## src/rtl/prbs7_pkg.sv

```systemverilog
package prbs7_pkg;

    localparam int HIST_W = 7;

    typedef logic [HIST_W-1:0] hist_t;

    typedef enum logic {
        CK_IDLE = 1'b0,
        CK_RUN  = 1'b1
    } ck_mode_e;

    // predicted next bit: b[n] = b[n-6] ^ b[n-7]; h[0] is the newest bit
    function automatic logic next_bit(hist_t h);
        return h[5] ^ h[6];
    endfunction

    function automatic hist_t shift_in(hist_t h, logic b);
        return {h[HIST_W-2:0], b};
    endfunction

endpackage

```

## src/rtl/prbs7_gen.sv

```systemverilog
module prbs7_gen
    import prbs7_pkg::*;
#(
    parameter int    WORD_W = 10,
    parameter hist_t SEED   = 7'h7F
) (
    input  logic              clk,
    input  logic              rst,
    input  logic              run,
    output logic [WORD_W-1:0] word
);

    hist_t state_q;
    hist_t state_d;

    always_comb begin
        hist_t h;
        logic  b;
        h    = state_q;
        word = '0;
        for (int i = 0; i < WORD_W; i++) begin
            b       = next_bit(h);
            word[i] = b;
            h       = shift_in(h, b);
        end
        state_d = h;
    end

    always_ff @(posedge clk) begin
        if (rst)
            state_q <= SEED;
        else if (run)
            state_q <= state_d;
    end

    // disabled generator keeps its place
    assert_gen_hold_R3: assert property (@(posedge clk) disable iff (rst)
        !run |=> $stable(state_q));

    // a nonzero state keeps the maximal-length cycle
    assert_gen_nonzero_R9: assert property (@(posedge clk) disable iff (rst)
        state_q != '0);

endmodule

```

## src/rtl/prbs7_chk.sv

```systemverilog
module prbs7_chk
    import prbs7_pkg::*;
#(
    parameter int WORD_W = 10
) (
    input  logic              clk,
    input  logic              rst,
    input  logic              run,
    input  logic [WORD_W-1:0] rx_word,
    output logic              ok
);

    ck_mode_e mode_q;
    hist_t    hist_q;
    hist_t    hist_d;
    logic     miss;

    always_comb begin
        hist_t h;
        h    = hist_q;
        miss = 1'b0;
        for (int i = 0; i < WORD_W; i++) begin
            if (mode_q == CK_RUN || i >= HIST_W)
                miss = miss | (rx_word[i] != next_bit(h));
            h = shift_in(h, rx_word[i]);
        end
        hist_d = h;
    end

    always_ff @(posedge clk) begin
        if (rst) begin
            mode_q <= CK_IDLE;
            hist_q <= '0;
            ok     <= 1'b0;
        end else if (!run) begin
            mode_q <= CK_IDLE;
            ok     <= 1'b0;
        end else begin
            mode_q <= CK_RUN;
            hist_q <= hist_d;
            ok     <= (mode_q == CK_RUN) && !miss;
        end
    end

    // no pass indication after a disabled edge
    assert_ok_low_off_R4: assert property (@(posedge clk) disable iff (rst)
        !run |=> !ok);

    // the loading word never yields a pass
    assert_load_word_R5: assert property (@(posedge clk) disable iff (rst)
        $rose(run) |=> !ok);

    // a pass implies the checker is synchronized
    assert_ok_synced_R5: assert property (@(posedge clk) disable iff (rst)
        ok |-> mode_q == CK_RUN);

endmodule

```

## src/rtl/prbs7_bist.sv

```systemverilog
module prbs7_bist
    import prbs7_pkg::*;
#(
    parameter int    WORD_W = 10,
    parameter hist_t SEED   = 7'h7F
) (
    input  logic              clk,
    input  logic              rst,
    input  logic              prbs_en,
    input  logic [WORD_W-1:0] tx_word_in,
    output logic [WORD_W-1:0] tx_word_out,
    input  logic [WORD_W-1:0] rx_word_in,
    output logic              prbs_ok
);

    logic [WORD_W-1:0] pat_word;

    prbs7_gen #(.WORD_W(WORD_W), .SEED(SEED)) u_gen (
        .clk  (clk),
        .rst  (rst),
        .run  (prbs_en),
        .word (pat_word)
    );

    prbs7_chk #(.WORD_W(WORD_W)) u_chk (
        .clk     (clk),
        .rst     (rst),
        .run     (prbs_en),
        .rx_word (rx_word_in),
        .ok      (prbs_ok)
    );

    assign tx_word_out = prbs_en ? pat_word : tx_word_in;

    // reset leaves the pass level low on the following edge
    assert_ok_after_reset_R4: assert property (@(posedge clk)
        rst |=> !prbs_ok);

endmodule

```

## config.mk

```make
export PLATFORM = sky130hd
export DESIGN_NAME = prbs7_bist
export DESIGN_NICKNAME = d
export VERILOG_FILES = /design/src/rtl/prbs7_pkg.sv /design/src/rtl/prbs7_gen.sv /design/src/rtl/prbs7_chk.sv /design/src/rtl/prbs7_bist.sv
export SDC_FILE = /design/constraint.sdc
export NUM_CORES = 1
export LEC_CHECK = 0
export ABC_AREA = 1
export BUFFER_PORTS_ARGS = -buffer_cell sky130_fd_sc_hd__buf_2
export CAP_MARGIN = 20
export CORE_MARGIN = 2
export CORE_UTILIZATION = 30
export CTS_CLUSTER_SIZE = 25
export DETAILED_ROUTE_END_ITERATION = 10
export PLACE_DENSITY_LB_ADDON = 0.2
export SYNTH_ARGS = -nofsm -noshare
export SYNTH_HDL_FRONTEND = slang
export SYNTH_SLANG_ARGS = --single-unit
```

## constraint.sdc

```tcl
create_clock -name clk -period 1.04 [get_ports clk]
set_input_delay 0.052 -clock clk [delete_from_list [all_inputs] [get_ports clk]]
set_output_delay 0.052 -clock clk [all_outputs]
set_load 0.02 [all_outputs]
```

==> metrics.cfg <==
[status]
status=finished with violations
violations=setup timing

[drt]
routed_wl_um=2620
antenna_violating_nets_post_route=0
first_pass_iters=4
drt_iter0_drc=33
vias=1149
wl_per_cell_um=9.92
vias_per_cell=4.35
detail_route.drc_violations=0

[cts]
cts_tree=done
cts_root_buffer=clkbuf_4
cts_htree_levels=1
cts_num_sinks=16
insertion_delay_ps=280
cts_buffers=3
cts.path.max_buffers=2
clk_pin_slew_worst_paths_ps=90

[power]
p_leak_nw=0.795
ir_drop_uv=634
power_density_mw_per_mm2=1090

[final_layout]
drive_gt1_share_pct=42.2
fin_cells=264
n_antenna_cell=0
seqCellArea_um2=348
areaGrowthSynthToFinish_pct=51.8
nNetsFinal=243
nFillCells=357
fin_area_mm2=0.00154
multi_input_area_um2=648

[timing]
slew_headroom_pct=88.3
max_freq_mhz=753
fin_hold_ws_ps=37.8
worstMarginPinSlew_ps=175
fin_ws_ps=-289
period_share_pct=128
clock-skew-final_ps=2.36
setup_viol=12
rsz0062_at_grt=true
hold_viol_final=0
drv_slew=0
period_minus_slack_ps=1330
finalSetupTns_ps=-1580

[yosys]
ys_warn_count=0
syn-num-nets=192
synth_top_cell_area_share_pct=31.5
synth_edf_count=0
syn_area_mm2=0.00102
post-synth-top-count-cell=nand2_1
synthDistinctLibCells=17
syn-instance-count=169
netlist.top_cell.by_area=dfxtp_1
synth.area.top_cells=dfxtp_1 31%, nand2_1 23%, a21oi_1 9.3%, inv_1 8.1%, o21ai_0 7.4%
async_flop_share_pct=0
ys_seq_area_share_pct=31.5
synth-seq-cells=16
syn_avg_cell_area_um2=6.02
yosys-top-cells-count=62 x nand2_1, 22 x inv_1, 19 x a21oi_1, 16 x dfxtp_1, 15 x o21ai_0
yosys_most_used_dff=dfxtp_1

[global_routing]
grt_start_max_net_pins=30
gr-usage-met1_pct=18.8
grt_pass1_vias=1105
overflow=0
use_met2_pct=25.0
grt_busiest_layer=met2
grt_use_total_pct=14.8
antenna_found_initial=0
met3_usage_pct=2.90
grt_pass1_wl_um=4700

[floorplan]
ios=34
rows=21
core_mm2=0.00328
start_util_pct=31.0
die_w_um=62.2
die_h_um=62.2
die_area_mm2=0.00387

[worst_setup_path]
crit_path_end_kind=primary output
cp-start-kind=flip-flop
cp.required_ps=990
crit_chain=xnor2_2 -> or2_1 -> nand3_2 -> nand2_2 -> buf_6
max_stage_delay_ps=340
critPathSlowestCell=dfxtp_2
cp_max_fo=3
arrival_ps=1280
path_class=reg2out
critical-path-top-delay-family=simple AND/OR/NAND/NOR gates
path_buf_inv=1

[min_path]
hp-class=in2reg

[placed_design]
gp_congestion=0.774
hpwl_um=1950
placed_area_mm2=0.00129
numPortBuffers=33
dp.cells=251

[job]
maxCapViolations=0

[flip-flops by register name, indices dropped and copies added, names as in the netlist]
signal / flops
u_chk.ok: 1
u_chk.hist_q: 7
u_gen.state_q: 7
u_chk.mode_q: 1
[cells by family after synthesis]
logic type	after synthesis	share of synthesized area [%]
flops	16	31.5
xor+xnor	9	7.75
buf+inv	30	11.6
compound gates	36	18.0
simple gates	78	31.2
[report_power, final]
part	switching, W	leakage, nW	internal (W)	total, W
registers	0.0000653	0.134	0.000663	0.000728
logic	0.000320	0.646	0.000323	0.000643
clock network	0.000183	0.0138	0.000134	0.000317
total	0.000569	0.795	0.00112	0.00169
[layer usage]
layer	up-vias	part of all wire [%]
met5	-	0
li1	628	-
met2	35	48
met4	0	0.76
met3	2	5.8
met1	484	45
[worst paths after layout]
check,startpoint,to,slack [ps],cells after the start
worst min register to register,u_chk.hist_q[1],u_chk.hist_q[1],490,2
worst max register to register,u_gen.state_q[5],u_gen.state_q[1],-110,7
worst min-delay path,prbs_en,u_chk.mode_q,40,3
worst max-delay path,u_gen.state_q[6],tx_word_out[6],-290,5
[worst min-delay path, stage by stage]
cell and delay, ps:
buf_2 130, nand2_2 70, inv_1 40
[layout make-up]
cell class                 instances  area share [%]
clock buffer                       3            1.46
inverter                          25            6.08
multi-input combinational        123            42.0
sequential                        16            22.5
tap                               46            3.73
timing repair buffer              51            24.2
[stage by stage]
stage	setup slack, ps	power, W	util [%]
CTS	-287	0.00169	46.3
detailed placement	-28.1	0.00122	39.2
finish	-289	0.00169	47.0
floorplan	9.74	0.00103	-
global route	-379	0.00184	47.0
global placement	-7.46	0.00122	39.2
[cell usage in the layout (no fill, tap or decap)]
cell type / n
buf_6: 9
a21oi_1: 13
nand3_2: 1
dfxtp_1: 4
inv_2: 5
xor2_1: 3
o21ai_1: 2
dfxtp_4: 5
nor2_2: 3
dfxtp_2: 7
nand2_1: 59
inv_1: 20
clkbuf_4: 3
buf_12: 1
o211ai_1: 1
nor2_1: 1
dlygate4sd3_1: 1
nand3_1: 9
o21ai_2: 7
nand2_2: 4
xnor2_1: 5
o21ai_0: 7
buf_4: 17
xnor2_2: 1
or2_1: 1
buf_2: 23
a21oi_2: 6
[what timing repair did]
item                                   CTS  global route
pin swaps                                8            11
gates cloned                             0             0
endpoints found under the hold margin    0             1
setup buffers                           12             2
setup endpoints to repair               11            15
hold buffers                             0             1
gates resized for setup                 47            17
Note: power is estimated with default switching activity, not from simulation.
